## src/rtl/snpdvm_pkg.sv

```systemverilog
package snpdvm_pkg;
  localparam int EN_W        = 2;
  localparam int OFS_CTRL    = 'h0;
  localparam int OFS_STATUS  = 'hC;
  typedef logic [EN_W-1:0] en_t;
endpackage

```

## src/rtl/snpdvm_port_slot.sv

```systemverilog
module snpdvm_port_slot
  import snpdvm_pkg::*;
(
  input  logic clk,
  input  logic rst_n,
  input  logic wr_sel,
  input  en_t  wr_val,
  input  logic ack_i,
  input  en_t  ack_en_i,
  output en_t  ctrl_o,
  output en_t  req_o,
  output logic pend_o
);
  en_t  ctrl_q, req_q;
  logic pend_q;
  en_t  ctrl_nx;
  logic ack_ok;

  assign ctrl_nx = wr_sel ? wr_val : ctrl_q;
  assign ack_ok  = pend_q && ack_i && (ack_en_i == req_q);

  always_ff @(posedge clk or negedge rst_n) begin
    if (!rst_n) begin
      ctrl_q <= '0;
      req_q  <= '0;
      pend_q <= 1'b0;
    end else begin
      ctrl_q <= ctrl_nx;
      if (pend_q) begin
        if (ack_ok) begin
          if (ctrl_nx != req_q) begin
            req_q <= ctrl_nx;
          end else begin
            pend_q <= 1'b0;
          end
        end
      end else if (wr_sel && (wr_val != ctrl_q)) begin
        req_q  <= wr_val;
        pend_q <= 1'b1;
      end
    end
  end

  assign ctrl_o = ctrl_q;
  assign req_o  = req_q;
  assign pend_o = pend_q;


  pend_rise_chk: assert property (@(posedge clk) disable iff (!rst_n)
    $rose(pend_q) |-> $past(wr_sel));

  pend_fall_chk: assert property (@(posedge clk) disable iff (!rst_n)
    $fell(pend_q) |-> $past(ack_i && (ack_en_i == req_q)));

  req_change_chk: assert property (@(posedge clk) disable iff (!rst_n)
    !$stable(req_q) |-> $past(wr_sel || ack_i));

  idle_match_chk: assert property (@(posedge clk) disable iff (!rst_n)
    !pend_q |-> (req_q == ctrl_q));
endmodule

```

## src/rtl/snpdvm_reg_decode.sv

```systemverilog
module snpdvm_reg_decode
  import snpdvm_pkg::*;
#(
  parameter int NPORT     = 5,
  parameter int ADDR_W    = 16,
  parameter int DATA_W    = 32,
  parameter int WIN_SHIFT = 12
) (
  input  logic                  bus_wr,
  input  logic [ADDR_W-1:0]     bus_addr,
  input  logic [NPORT*EN_W-1:0] slot_ctrl,
  input  logic                  any_pend,
  output logic [NPORT-1:0]      wr_sel,
  output logic [DATA_W-1:0]     rdata
);
  localparam int WIN_W = ADDR_W - WIN_SHIFT;

  logic [WIN_W-1:0]     win;
  logic [WIN_SHIFT-1:0] ofs;

  assign win = bus_addr[ADDR_W-1:WIN_SHIFT];
  assign ofs = bus_addr[WIN_SHIFT-1:0];

  always_comb begin
    wr_sel = '0;
    rdata  = '0;
    if (win == '0 && ofs == WIN_SHIFT'(OFS_STATUS)) begin
      rdata[0] = any_pend;
    end
    for (int i = 0; i < NPORT; i++) begin
      if (win == WIN_W'(i + 1) && ofs == WIN_SHIFT'(OFS_CTRL)) begin
        wr_sel[i]       = bus_wr;
        rdata[EN_W-1:0] = slot_ctrl[i*EN_W +: EN_W];
      end
    end
  end
endmodule

```

## src/rtl/snpdvm_gate_ctrl.sv

```systemverilog
module snpdvm_gate_ctrl
  import snpdvm_pkg::*;
#(
  parameter int NUM_FULL  = 2,
  parameter int NUM_LITE  = 3,
  parameter int ADDR_W    = 16,
  parameter int DATA_W    = 32,
  parameter int WIN_SHIFT = 12
) (
  input  logic                            clk,
  input  logic                            rst_n,
  input  logic                            bus_wr,
  input  logic [ADDR_W-1:0]               bus_addr,
  input  logic [EN_W-1:0]                 bus_wdata,
  output logic [DATA_W-1:0]               bus_rdata,
  output logic [(NUM_FULL+NUM_LITE)*EN_W-1:0] port_req_en,
  input  logic [NUM_FULL+NUM_LITE-1:0]    port_ack,
  input  logic [(NUM_FULL+NUM_LITE)*EN_W-1:0] port_ack_en
);
  localparam int NPORT = NUM_FULL + NUM_LITE;

  logic [NPORT-1:0]      wr_sel;
  logic [NPORT-1:0]      pend;
  logic [NPORT*EN_W-1:0] slot_ctrl;
  logic                  any_pend;

  assign any_pend = |pend;

  snpdvm_reg_decode #(
    .NPORT(NPORT), .ADDR_W(ADDR_W), .DATA_W(DATA_W), .WIN_SHIFT(WIN_SHIFT)
  ) u_dec (
    .bus_wr   (bus_wr),
    .bus_addr (bus_addr),
    .slot_ctrl(slot_ctrl),
    .any_pend (any_pend),
    .wr_sel   (wr_sel),
    .rdata    (bus_rdata)
  );

  for (genvar g = 0; g < NPORT; g++) begin : g_slot
    snpdvm_port_slot u_slot (
      .clk     (clk),
      .rst_n   (rst_n),
      .wr_sel  (wr_sel[g]),
      .wr_val  (bus_wdata),
      .ack_i   (port_ack[g]),
      .ack_en_i(port_ack_en[g*EN_W +: EN_W]),
      .ctrl_o  (slot_ctrl[g*EN_W +: EN_W]),
      .req_o   (port_req_en[g*EN_W +: EN_W]),
      .pend_o  (pend[g])
    );
  end
endmodule

```

## config.mk

```make
export PLATFORM = sky130hd
export DESIGN_NAME = snpdvm_gate_ctrl
export DESIGN_NICKNAME = d
export VERILOG_FILES = /design/src/rtl/snpdvm_pkg.sv /design/src/rtl/snpdvm_port_slot.sv /design/src/rtl/snpdvm_reg_decode.sv /design/src/rtl/snpdvm_gate_ctrl.sv
export SDC_FILE = /design/constraint.sdc
export NUM_CORES = 1
export LEC_CHECK = 0
export CORE_AREA = 5 5 69 102
export DETAILED_ROUTE_END_ITERATION = 6
export DIE_AREA = 0 0 74 107
export GPL_TIMING_DRIVEN = 0
export HOLD_SLACK_MARGIN = 0.12
export SYNTH_ARGS = -nofsm -noshare
export SYNTH_HDL_FRONTEND = slang
export SYNTH_SLANG_ARGS = --single-unit
```

## constraint.sdc

```tcl
create_clock -name clk -period 2.25 [get_ports clk]
set_input_delay 0.3375 -clock clk [delete_from_list [all_inputs] [get_ports clk]]
set_output_delay 0.3375 -clock clk [all_outputs]
set_load 0.01 [all_outputs]
```

# Word level (Yosys, flattened, before mapping)
# Cells that the tools add are included.
[op_classes]
reduce_logical = 34
mux = 56
eq_ne = 31
[ops]
columns = ["op", "n"]
rows = [
  ["$mux 2", 30],
  ["$mux 1", 26],
  ["$logic_and 1x1->1", 21],
  ["$ne 2x2->1", 10],
  ["$ne 2x2->1 const B", 10],
  ["$reduce_and 3->1", 5],
  ["$eq 12x4->1 const B", 1],
  ["$logic_not 12->1", 1],
  ["$eq 2x2->1", 5],
  ["$reduce_bool 2->1", 5],
  ["$eq 4x2->1 const B", 2],
  ["$eq 4x3->1 const B", 2],
  ["$reduce_or 5->1", 1],
  ["$eq 4x1->1 const B", 1],
  ["$logic_not 4->1", 1],
]
[totals]
output_inout_bits = 42
regBits = 25

# Depth between registers and ports, before layout
# Gate-level depths: netlist of the first run.
[logic_depth]
word_depth = 8
mapped_depth = 7
depth_no_buf = 6

# Modules after synthesis
# From an unflattened synthesis of the first run, not the netlist that was laid out.
[hier_totals]
hier_cells = 216
area_unflattened_um2 = 2147.1
[modules_own_cells]
columns = ["mod", "area_each_um2", "instances", "cells_each"]
rows = [
  ["snpdvm_port_slot", 337.8, 5, 30],
  ["snpdvm_reg_decode", 445.4, 1, 63],
  ["snpdvm_gate_ctrl", 12.5, 1, 3],
]

# Least setup slack after synthesis of the first run
# OpenSTA, ideal clock, no wires.
[synth_timing]
path_type = "in2reg"
startpoint = "input port bus_addr[2]"
endpoint = "register g_slot[0].u_slot.pend_q"
arrival_ns = 2.048
cell_stages = 7
required_time_ns = 2.126
n_path_buf = 1
setup_slack_ns = 0.078
cell_sequence = "nor4_4 nand3_4 or3_1 buf_2 mux2_4 xor2_1 o31a_1"
[synth_via]
elab_chain_cells = 8
elab_cells_between_ends = 10
cone_classes = "eq/ne: 1; mux: 6; reduce/logical: 3"
[synth_rtl]
columns = ["item", "line_no", "source"]
rows = [
  ["from (decl)", "snpdvm_gate_ctrl.sv:13", "input logic [ADDR_W-1:0] bus_addr,"],
  ["$logic_not 12->1", "snpdvm_reg_decode.sv:31", "if (win == WIN_W'(i + 1) && ofs == WIN_SHIFT'(OFS_CTRL)) begin"],
  ["$logic_and 1x1->1", "snpdvm_reg_decode.sv:31", ""],
  ["$mux 1", "snpdvm_reg_decode.sv:31", ""],
  ["$mux 2", "snpdvm_port_slot.sv:19", "assign ctrl_nx = wr_sel ? wr_val : ctrl_q;"],
  ["named net g_slot[0].u_slot.ctrl_nx[1]", "snpdvm_port_slot.sv:16", "en_t ctrl_nx;"],
  ["$ne 2x2->1", "snpdvm_port_slot.sv:31", "if (ctrl_nx != req_q) begin"],
  ["$mux 1", "snpdvm_port_slot.sv:31", ""],
  ["$mux 1", "snpdvm_port_slot.sv:30", "if (ack_ok) begin"],
  ["$mux 1", "snpdvm_port_slot.sv:29", "if (pend_q) begin"],
  ["to (signal assigned)", "snpdvm_port_slot.sv:26", "pend_q <= 1'b0;"],
  ["to (signal assigned)", "snpdvm_port_slot.sv:34", "pend_q <= 1'b0;"],
  ["to (signal assigned)", "snpdvm_port_slot.sv:39", "pend_q <= 1'b1;"],
  ["to (decl)", "snpdvm_port_slot.sv:15", "logic pend_q;"],
]
# The timed path passes the listed nets, and every way through them passes these cells.
# A chain may end at the register's enable or synchronous reset.

# Final worst setup path of the first run
[layout_timing]
startpoint = "input port bus_addr[15]"
endpoint = "output port bus_rdata[0]"
[layout_via]
elab_chain_cells = 8
elab_cells_between_ends = 18
cone_classes = "eq/ne: 5; mux: 6; reduce/logical: 7"
[layout_rtl]
columns = ["item", "line_no", "source"]
rows = [
  ["$logic_not 4->1", "snpdvm_reg_decode.sv:27", "if (win == '0 && ofs == WIN_SHIFT'(OFS_STATUS)) begin"],
  ["$logic_and 1x1->1", "snpdvm_reg_decode.sv:27", ""],
  ["$mux 1", "snpdvm_reg_decode.sv:27", ""],
  ["$mux 2 (4 in a row)", "snpdvm_reg_decode.sv:31", ""],
  ["$mux 2 *", "snpdvm_reg_decode.sv:31", ""],
  ["to (decl)", "snpdvm_gate_ctrl.sv:15", "output logic [DATA_W-1:0] bus_rdata,"],
]
# Mark *: on every way between the ends. The rest lies on a longest branch, timed or not.

==> results of run 1 <==
-- state kept, by name, summed over array words and instances (netlist names) --
register and cells:
g_slot.u_slot.ctrl_o 10, g_slot.u_slot.pend_o 5, g_slot.u_slot.req_o 10
-- cell families (layout without fill, tap and decap cells) --
family / count (synthesis) / in the layout / synth area share
AOI/OAI and AO/OA: 50 / 50 / 0.1691
other: 1 / 30 / 0.001830
and+or+nand+nor: 71 / 71 / 0.1886
DFF: 25 / 25 / 0.3053
buffers and inverters: 50 / 106 / 0.1471
muxes: 12 / 12 / 0.06410
xor gates and xnor gates: 29 / 29 / 0.1239
-- placed cells by master, fill, tap and decap left out, types with 9 or more instances in the layout --
cell type and count:
conb_1 30, xnor2_1 20, clkdlybuf4s50_1 28, buf_4 40
inv_1 9, nand2_1 15, nor2_1 15, xor2_1 9
dfrtp_1 25
-- path summary, 6_finish.rpt --
path | endpoint | slack, ps | depth (start not counted) | startpoint
setup / recovery | bus_rdata[0] | 40 | 8 | bus_addr[15]
hold / removal | g_slot[2].u_slot.req_o[0] | 80 | 1 | rst_n
setup reg to reg | g_slot[0].u_slot.pend_o | 320 | 5 | g_slot[0].u_slot.req_o[0]
hold reg to reg | g_slot[2].u_slot.req_o[0] | 580 | 2 | g_slot[2].u_slot.req_o[0]
max in group asynchronous | g_slot[3].u_slot.req_o[1] | 1730 | 1 | rst_n
min in group clk | g_slot[2].u_slot.req_o[0] | 580 | 2 | g_slot[2].u_slot.req_o[0]
-- routing by layer --
| layer | vias to the layer above | track usage | part of all wire |
|---|---|---|---|
| li1 | 951 | - | - |
| met3 | 8 | 0.01689 | 0.057 |
| met1 | 882 | 0.1508 | 0.38 |
| met4 | 0 | 0.04663 | 0.021 |
| met2 | 50 | 0.2544 | 0.54 |
| met5 | - | 0 | 0 |
-- stage by stage --
step	std cells	TNS, ps	util	setup WS (ps)
after CTS	395	-14.93	0.4633	-14.93
final	397	0	0.4650	39.28
after floorplan	267	0	-	78.41
after global routing	397	-70.55	0.4650	-70.55
after global placement	385	-7840	0.4421	-856.6
after detailed placement	385	-8471	0.4421	-872.6
-- cell type report --
type / count / area, µm²
Clock inverter: 1 / 7.507
Timing Repair Buffer: 54 / 481.7
Clock buffer: 3 / 41.29
Buffer: 39 / 269.0
Multi-Input combinational cell: 192 / 1279
Fill cell: 637 / 3257
Sequential cell: 25 / 625.6
Inverter: 9 / 33.78
Tap cell: 74 / 92.59
-- cells in the mapped netlist (all sizes together) (2+ instances only) --
library cell / count / area (µm²)
o211ai: 6 / 45.04
nor3: 9 / 45.04
o31a: 3 / 26.28
o32a: 2 / 20.02
nand2b: 2 / 12.51
or3: 3 / 18.77
buf: 32 / 234.0
mux2: 6 / 71.31
a211oi: 3 / 22.52
dfrtp: 25 / 625.6
nand2: 15 / 56.30
or4: 2 / 15.01
and3: 3 / 18.77
a31oi: 2 / 12.51
o22ai: 4 / 25.02
nand3: 6 / 42.54
xnor2: 20 / 175.2
clkbuf: 9 / 33.78
o21a: 2 / 15.01
o21ai: 8 / 40.04
a22oi: 3 / 22.52
inv: 9 / 33.78
nand3b: 2 / 15.01
nand4: 4 / 25.02
xor2: 9 / 78.83
nor2: 16 / 60.06
a21oi: 8 / 40.04
nor4: 3 / 33.78
mux2i: 6 / 60.06
-- power by group through the flow --
| stage | Combinational [µW] | Sequential, µW | Clock (µW) |
|---|---|---|---|
| after floorplan | 102 | 459 | 0 |
| after global placement | 186 | 459 | 0 |
| after detailed placement | 188 | 459 | 0 |
| after CTS | 188 | 450 | 293 |
| after global routing | 205 | 450 | 313 |
| final | 186 | 450 | 288 |
-- critical path, stage by stage --
cell,delay [ps]
clkdlybuf4s50_1,420
nor2_1,110
nand3_1,110
clkbuf_8,160
or3_1,300
o22ai_1,120
o41a_1,180
buf_2,130
-- what timing repair did --
action,in CTS,in global routing
pin swaps,8,6
setup buffers,8,2
hold endpoints to repair,0,0
resized for setup,42,4
setup endpoints to repair,13,4
==> out/results.ini, run 1 <==
[critical_path]
critical_path_class = in2out
endpoint_kind = output port
arrival_ps = 1870
worstSetupStartpointType = primary input
crit_fanout = 2
crit_required_ps = 1910

[power_and_ir_drop]
power_uw = 923.9
pwr-share-seq = 0.487
power.internal_uw = 671.5
p_sw_uw = 252.5
p_comb_frac = 0.202
clkPwrFrac = 0.311
vdd_drop_max_uv = 288.3
powerDensity_mw_per_mm2 = 326.5
swShare = 0.2733
leakagePower_uw = 0.001273

[yosys]
synth_cells = 238
synth_ff_type = dfrtp_1
synthesis.area_mm2 = 0.002049
yosys_warnings = 0
ys_seq_area_frac = 0.3053
ys_types = 50
synthArstFlopShare = 1.000
synth-edff-count = 0
ys_ff_latch = 25
syn_area_per_cell_um2 = 8.611

[cts]
clk_latency_ps = 270
clk_pin_slew_ps = 100
htree_levels = 1
hold_buffers = 0
clock-sinks = 25
clock_tree.root_cell = clkbuf_8
cts_tree = yes
cts_made_buffers = 3
clk_path_buf_depth = 2

[cells_and_area]
diodes = 0
drive_above_1_share = 0.2167
areaGrowthSynthToFinish_pct = 38.09
postLayoutCellArea_mm2 = 0.002830
layout.nets = 360

[floorplanning]
ioPinCount = 78
core_mm2 = 0.006087
die-area_mm2 = 0.007918
floorplan.initialDensity = 0.3367
die_w_um = 74
die_h_um = 107
fp-row-count = 35

[timing]
maxSlewViolCount = 0
timing.final.crit_share = 0.9825
slew-limit-headroom = 0.5462
clock_skew_ps = 1.324
worst_pin_slew_ps = 680.7
fmax_mhz = 452.3
rsz0062_at_grt = true
hold_ws_ps = 81.76
hold_viol = 0
fin_crit_ps = 2211
setup_viol = 0

[grt]
grt-ovfl-total = 0
first_global_vias = 1858
grt_max_degree = 26
antenna_found_initial = 0
grtUsageTotal = 0.1356
grt_pass1_wl_mm = 8.645

[drt]
wl_per_cell_um = 13.56
ant_nets = 0
via_count = 1891
first_iter_violations = 58
finalWirelength_mm = 5.383
dr.pass1.iters = 4
viasPerCell = 4.763
post-route-drc-count = 0

[place]
numPortBuffers = 44
place_area_mm2 = 0.002691
gp_congestion = 0.8153
hpwl_mm = 4.141

[outcome]
status = complete, no violations

[flow_run]
maxCapViolCount = 0

[worst_hold_path]
hold_path_class = in2async

Power figures use the tool's default switching activity.
==> run 2, diff against run 1 <==
--- a/config.mk
+++ b/config.mk
@@ -5,11 +5,13 @@
 export SDC_FILE = /design/constraint.sdc
 export NUM_CORES = 1
 export LEC_CHECK = 0
+export ABC_CLOCK_PERIOD_IN_PS = 2250
 export CORE_AREA = 5 5 69 102
 export DETAILED_ROUTE_END_ITERATION = 6
 export DIE_AREA = 0 0 74 107
 export GPL_TIMING_DRIVEN = 0
 export HOLD_SLACK_MARGIN = 0.12
+export PLACE_DENSITY = 0.64
 export SYNTH_ARGS = -nofsm -noshare
 export SYNTH_HDL_FRONTEND = slang
 export SYNTH_SLANG_ARGS = --single-unit
==> run 2 against run 1 <==
  * Sequential cell count stayed put
  * Sequential power hardly changed
  * Combinational power rose by 3%
  * Critical path depth up 2
  * Setup slack worse by 23 ps
  * Via count up 2.0%
  * Clock skew is 4.9 ps higher
  * Global-route usage increased by 0.34 points
  * Wire length shrank 2.7%
==> out/results.ini, run 2 (same netlist as run 1, synthesis figures left out) <==
[grt]
grt-ovfl-total = 0  ; unchanged
grt_pass1_wl_mm = 8.714  ; was 8.645 mm
grt_max_degree = 26  ; unchanged
antenna_found_initial = 0  ; unchanged
grtUsageTotal = 0.1390  ; was 0.1356
first_global_vias = 1847  ; was 1858

[timing]
worst_pin_slew_ps = 1124  ; was 680.7 ps
fmax_mhz = 447.6  ; was 452.3 MHz
clock_skew_ps = 6.273  ; was 1.324 ps
hold_viol = 0  ; unchanged
fin_crit_ps = 2234  ; was 2211 ps
hold_ws_ps = 588.2  ; was 81.76 ps
slew-limit-headroom = 0.2485  ; was 0.5462
rsz0062_at_grt = true  ; unchanged
timing.final.crit_share = 0.9929  ; was 0.9825
tns_ps = 0  ; unchanged
setup_viol = 0  ; unchanged
maxSlewViolCount = 0  ; unchanged

[floorplanning]
die_h_um = 107  ; unchanged
core_mm2 = 0.006087  ; unchanged
die_w_um = 74  ; unchanged
ioPinCount = 78  ; unchanged
fp-row-count = 35  ; unchanged
die-area_mm2 = 0.007918  ; unchanged
floorplan.initialDensity = 0.3367  ; unchanged

[cells_and_area]
drive_above_1_share = 0.2508  ; was 0.2167
final_common_cell = buf_4  ; unchanged
diodes = 0  ; unchanged
areaGrowthSynthToFinish_pct = 42.19  ; was 38.09%
mostFrequentLayoutCells = buf_4, conb_1, clkdlybuf4s50_1, dfrtp_1, xnor2_1  ; unchanged
final_util = 0.4787  ; was 0.4650
layout.nets = 368  ; was 360

[cts]
cts_made_buffers = 3  ; unchanged
clock_tree.root_cell = clkbuf_8  ; unchanged
clk_pin_slew_ps = 100  ; about the same
hold_buffers = 0  ; unchanged
htree_levels = 1  ; unchanged
clk_path_buf_depth = 2  ; unchanged
cts_tree = yes  ; unchanged
clock-sinks = 25  ; unchanged
clk_latency_ps = 280  ; was 270 ps

[critical_path]
rr_worst_depth = 5  ; unchanged
worstSetupStartpointType = primary input  ; unchanged
r2r-end = g_slot[0].u_slot.pend_o  ; unchanged
crit_required_ps = 1910  ; about the same
critical_path_class = in2out  ; unchanged
arrival_ps = 1900  ; was 1870 ps
crit_fanout = 7  ; was 2
cp_cell_sequence = clkdlybuf4s15_2, nor4_4, buf_4, buf_4, buf_4, nand4_1, buf_4, o22ai_2, o41a_1, buf_2  ; was clkdlybuf4s50_1, nor2_1, nand3_1, clkbuf_8, or3_1, o22ai_1, o41a_1, buf_2
crit_top_cell = buf_4
r2r_slack_ps = 360  ; was 320 ps
reg2reg_from = g_slot[0].u_slot.req_o[0]  ; unchanged
cp_slowest_cell = nor4_4  ; was clkdlybuf4s50_1
max_stage_delay_ps = 310  ; was 420 ps
endpoint_kind = output port  ; unchanged

[place]
gp_congestion = 0.7897  ; was 0.8153
numPortBuffers = 44  ; unchanged
hpwl_mm = 4.072  ; was 4.141 mm

[drt]
via_count = 1928  ; was 1891
wl_per_cell_um = 12.94  ; was 13.56 µm
first_iter_violations = 120  ; was 58
viasPerCell = 4.760  ; was 4.763
dr.pass1.iters = 4  ; unchanged
post-route-drc-count = 0  ; unchanged
finalWirelength_mm = 5.240  ; was 5.383 mm
ant_nets = 0  ; unchanged

[flow_run]
maxCapViolCount = 0  ; unchanged

[outcome]
status = complete, no violations  ; unchanged

[power_and_ir_drop]
vdd_drop_max_uv = 198.0  ; was 288.3 µV
powerDensity_mw_per_mm2 = 317.1  ; was 326.5 mW/mm²
leakagePower_uw = 0.001325  ; was 0.001273 µW
power_uw = 923.9  ; about the same

[worst_hold_path]
holdPathStages = 2
hold_path_class = reg2reg  ; was in2async
min_from = g_slot[2].u_slot.req_o[0]
min_to = g_slot[2].u_slot.req_o[0]

==> run 2: changes by cell type in the layout (fill, tap and decap cells not counted), moves of 2 or more <==
cell / change
buf_2: +3
buf_4: +8
clkbuf_2: -2
clkdlybuf4s15_1: -2
==> run 2: worst max-delay path: cells and delay by family <==
family / cells / cell delay [ps]
buf+inv: 6 / 840
simple gates: 2 / 390
compound gates: 2 / 330
==> run 2: layer usage <==
| layer | up-vias | wire (µm) | track usage |
|---|---|---|---|
| li1 | 968 | - | - |
| met1 | 894 | 1934 | 0.1506 |
| met2 | 60 | 2906 | 0.2627 |
| met3 | 6 | 334 | 0.02158 |
| met4 | 0 | 65 | 0.04663 |
| met5 | - | 0 | 0 |
==> run 2: how the worst max path moves through the flow <==
stage	start	to	depth (start not counted)
CTS	g_slot[1].u_slot.pend_o	bus_rdata[0]	7
floorplan	bus_addr[2]	g_slot[0].u_slot.pend_o	7
finish	bus_addr[7]	bus_rdata[0]	10
detailed placement	bus_addr[9]	bus_rdata[0]	8
global placement	bus_addr[9]	bus_rdata[0]	8
global route	bus_addr[7]	bus_rdata[0]	10
==> run 2: where the power goes <==
group | switching, µW | internal, µW | leakage (µW)
Combinational | 92.0 | 98.8 | 0.000965
Sequential | 0.410 | 449 | 0.000339
Clock | 157 | 126 | 0.0000217
==> run 2: layout make-up <==
| type | instances | area [µm²] |
|---|---|---|
| clock inverter | 1 | 7.507 |
| fill | 584 | 3173 |
| sequential | 25 | 625.6 |
| multi-input combinational | 192 | 1306 |
| clock buffer | 3 | 41.29 |
| tap | 74 | 92.59 |
| buffer | 39 | 269.0 |
| timing repair buffer | 62 | 538.0 |
| inverter | 9 | 33.78 |
==> run 2: what timing repair did <==
| action | in CTS | in global routing |
|---|---|---|
| gates cloned | 0 | 0 |
| gates resized for setup | 47 | 10 |
| setup endpoints to repair | 10 | 6 |
| buffers inserted | 12 | 6 |
| pin swaps | 9 | 6 |
==> run 2: through the flow <==
| step | instances | area (µm²) | setup WS, ps |
|---|---|---|---|
| after floorplan | 267 | 2158 | 78.41 |
| after global placement | 385 | 2691 | -841.0 |
| after detailed placement | 385 | 2691 | -892.3 |
| after CTS | 400 | 2841 | 1.978 |
| after global routing | 405 | 2914 | -44.77 |
| final | 405 | 2914 | 15.92 |
==> run 3, diff against run 2 <==
--- a/config.mk
+++ b/config.mk
@@ -12,6 +12,8 @@
 export GPL_TIMING_DRIVEN = 0
 export HOLD_SLACK_MARGIN = 0.12
 export PLACE_DENSITY = 0.64
+export RECOVER_POWER = 100
+export SLEW_MARGIN = 30
 export SYNTH_ARGS = -nofsm -noshare
 export SYNTH_HDL_FRONTEND = slang
 export SYNTH_SLANG_ARGS = --single-unit
==> run 3 against run 2 <==
  * Die area unchanged
  * Via count grew 0.41%
  * Sequential power about the same
  * Clock power fell by 2%
  * Global-route usage shrank 0.19 points
  * Worst hold slack got worse by 3.9 ps
  * First-iteration DRC count rose by 9.2%
  * Final cell count stayed put
  * Total power fell by 0.52%
  * Clock skew decreased by 3.0 ps
==> out/results.ini, run 3 (same netlist as run 1, synthesis figures left out) <==
[cts]
cts_tree = yes  ; unchanged
clk_path_buf_depth = 2  ; unchanged
clock-sinks = 25  ; unchanged
htree_levels = 1  ; unchanged
clk_latency_ps = 280  ; about the same
clock_tree.root_cell = clkbuf_8  ; unchanged
clk_pin_slew_ps = 90  ; was 100 ps
cts_made_buffers = 3  ; unchanged

[critical_path]
worstSetupStartpointType = primary input  ; unchanged
crit_top_cell = buf_2  ; was buf_4
crit_required_ps = 1910  ; about the same
critPathBufInv = 3  ; was 6
critPathTopFamily = simple AND/OR/NAND/NOR gates  ; was buffers and inverters
arrival_ps = 1870  ; was 1900 ps
critical_path_class = in2out  ; unchanged
crit_fanout = 2  ; was 7
cp_cell_sequence = buf_2, nor4_4, nand3_2, clkbuf_8, or3_4, o22ai_2, o41a_1, buf_2  ; was clkdlybuf4s15_2, nor4_4, buf_4, buf_4, buf_4, nand4_1, buf_4, o22ai_2, o41a_1, buf_2
endpoint_kind = output port  ; unchanged
max_stage_delay_ps = 380  ; was 310 ps
cp_slowest_cell = or3_4  ; was nor4_4

[grt]
grt-ovfl-total = 0  ; unchanged
grt_pass1_wl_mm = 8.749  ; was 8.714 mm
grtUsageTotal = 0.1370  ; was 0.1390
antenna_found_initial = 0  ; unchanged
first_global_vias = 1885  ; was 1847
grt_max_degree = 26  ; unchanged

[drt]
wl_per_cell_um = 13.14  ; was 12.94 µm
finalWirelength_mm = 5.323  ; was 5.240 mm
ant_nets = 0  ; unchanged
via_count = 1936  ; was 1928
dr.pass1.iters = 4  ; unchanged
first_iter_violations = 131  ; was 120
viasPerCell = 4.780  ; was 4.760
post-route-drc-count = 0  ; unchanged

[timing]
clock_skew_ps = 3.286  ; was 6.273 ps
rsz0062_at_grt = true  ; unchanged
timing.final.crit_share = 0.9795  ; was 0.9929
setup_viol = 0  ; unchanged
setup_slack_ps = 46.17  ; was 15.92 ps
fin_crit_ps = 2204  ; was 2234 ps
fmax_mhz = 453.8  ; was 447.6 MHz
slew-limit-headroom = 0.09028  ; was 0.2485
maxSlewViolCount = 0  ; unchanged
hold_viol = 0  ; unchanged
worst_pin_slew_ps = 1365  ; was 1124 ps

[cells_and_area]
fillCellCount = 598  ; was 584
final_common_cell = buf_4  ; unchanged
postLayoutCellArea_mm2 = 0.002914  ; unchanged
register_area_um2 = 625.6  ; unchanged
areaGrowthSynthToFinish_pct = 42.19  ; unchanged
diodes = 0  ; unchanged
layout.nets = 368  ; unchanged
mostFrequentLayoutCells = buf_4, conb_1, dfrtp_1, xnor2_1, clkdlybuf4s50_1  ; was buf_4, conb_1, clkdlybuf4s50_1, dfrtp_1, xnor2_1
drive_above_1_share = 0.2326  ; was 0.2508
multi_input_area_mm2 = 0.001299  ; was 0.001306 mm²

[worst_hold_path]
hold_path_class = reg2reg  ; unchanged

[floorplanning]
die_h_um = 107  ; unchanged
die-area_mm2 = 0.007918  ; unchanged
core_mm2 = 0.006087  ; unchanged
fp-row-count = 35  ; unchanged
floorplan.initialDensity = 0.3367  ; unchanged
die_w_um = 74  ; unchanged
ioPinCount = 78  ; unchanged

[place]
pre_cts_ws_ps = -888.2  ; was -892.3 ps
gp_congestion = 0.7897  ; unchanged
numPortBuffers = 44  ; unchanged
place_area_mm2 = 0.002686  ; was 0.002691 mm²
hpwl_mm = 4.064  ; was 4.072 mm

[power_and_ir_drop]
leakagePower_uw = 0.001337  ; was 0.001325 µW
vdd_drop_max_uv = 218.0  ; was 198.0 µV
powerDensity_mw_per_mm2 = 315.4  ; was 317.1 mW/mm²

[outcome]
status = complete, no violations  ; unchanged

[flow_run]
maxCapViolCount = 0  ; unchanged

==> run 3: layout make-up <==
class / count / area share
Multi-Input combinational cell: 192 / 0.4457
Sequential cell: 25 / 0.2147
Timing Repair Buffer: 60 / 0.1829
Buffer: 41 / 0.09747
Tap cell: 74 / 0.03177
Clock buffer: 3 / 0.01417
Inverter: 9 / 0.01159
Clock inverter: 1 / 0.001717
==> run 3: layer usage <==
layer	vias up	track usage	routed length [µm]
met5	-	0	0
met4	0	0.04404	111
met3	11	0.01782	330
met2	64	0.2557	2919
met1	889	0.1546	1961
li1	972	-	-
==> run 3: path summary, 6_finish.rpt <==
check	start	end	slack [ps]	cells past startpoint
max	bus_addr[4]	bus_rdata[0]	50	8
min	g_slot[2].u_slot.req_o[0]	g_slot[2].u_slot.req_o[0]	580	2
max reg2reg	g_slot[0].u_slot.req_o[0]	g_slot[0].u_slot.pend_o	310	5
min reg2reg	g_slot[2].u_slot.req_o[0]	g_slot[2].u_slot.req_o[0]	580	2
max in group asynchronous	rst_n	g_slot[1].u_slot.ctrl_o[1]	560	2
min in group asynchronous	rst_n	g_slot[0].u_slot.pend_o	900	2
==> run 3: power by group <==
group,switching (µW),internal [µW]
Combinational,91.9,99.4
Clock,154,124
Sequential,0.406,449
Total,246,673
==> run 3: tightest hold or removal path: stages (launching register included) <==
cell     delay, ps
dfrtp_1        430
inv_1           70
a21oi_1         50
==> run 3: through the flow <==
stage	TNS (ps)	instances	power, µW	hold WS, ps	util
after CTS	0	401	916.3	602.2	0.4654
after global placement	-7166	385	643.9	559.8	0.4421
after floorplan	0	267	560.9	41.91	-
final	0	405	919.1	584.3	0.4787
after global routing	-37.44	405	959.8	634.2	0.4787
after detailed placement	-7802	385	643.6	375.9	0.4413
==> run 3: timing repair <==
action / in CTS / in global routing
pin swaps: 7 / 6
hold buffers: 1 / 0
setup endpoints to repair: 11 / 6
hold endpoints to repair: 25 / 0
buffers inserted: 11 / 5
gates resized for setup: 46 / 19
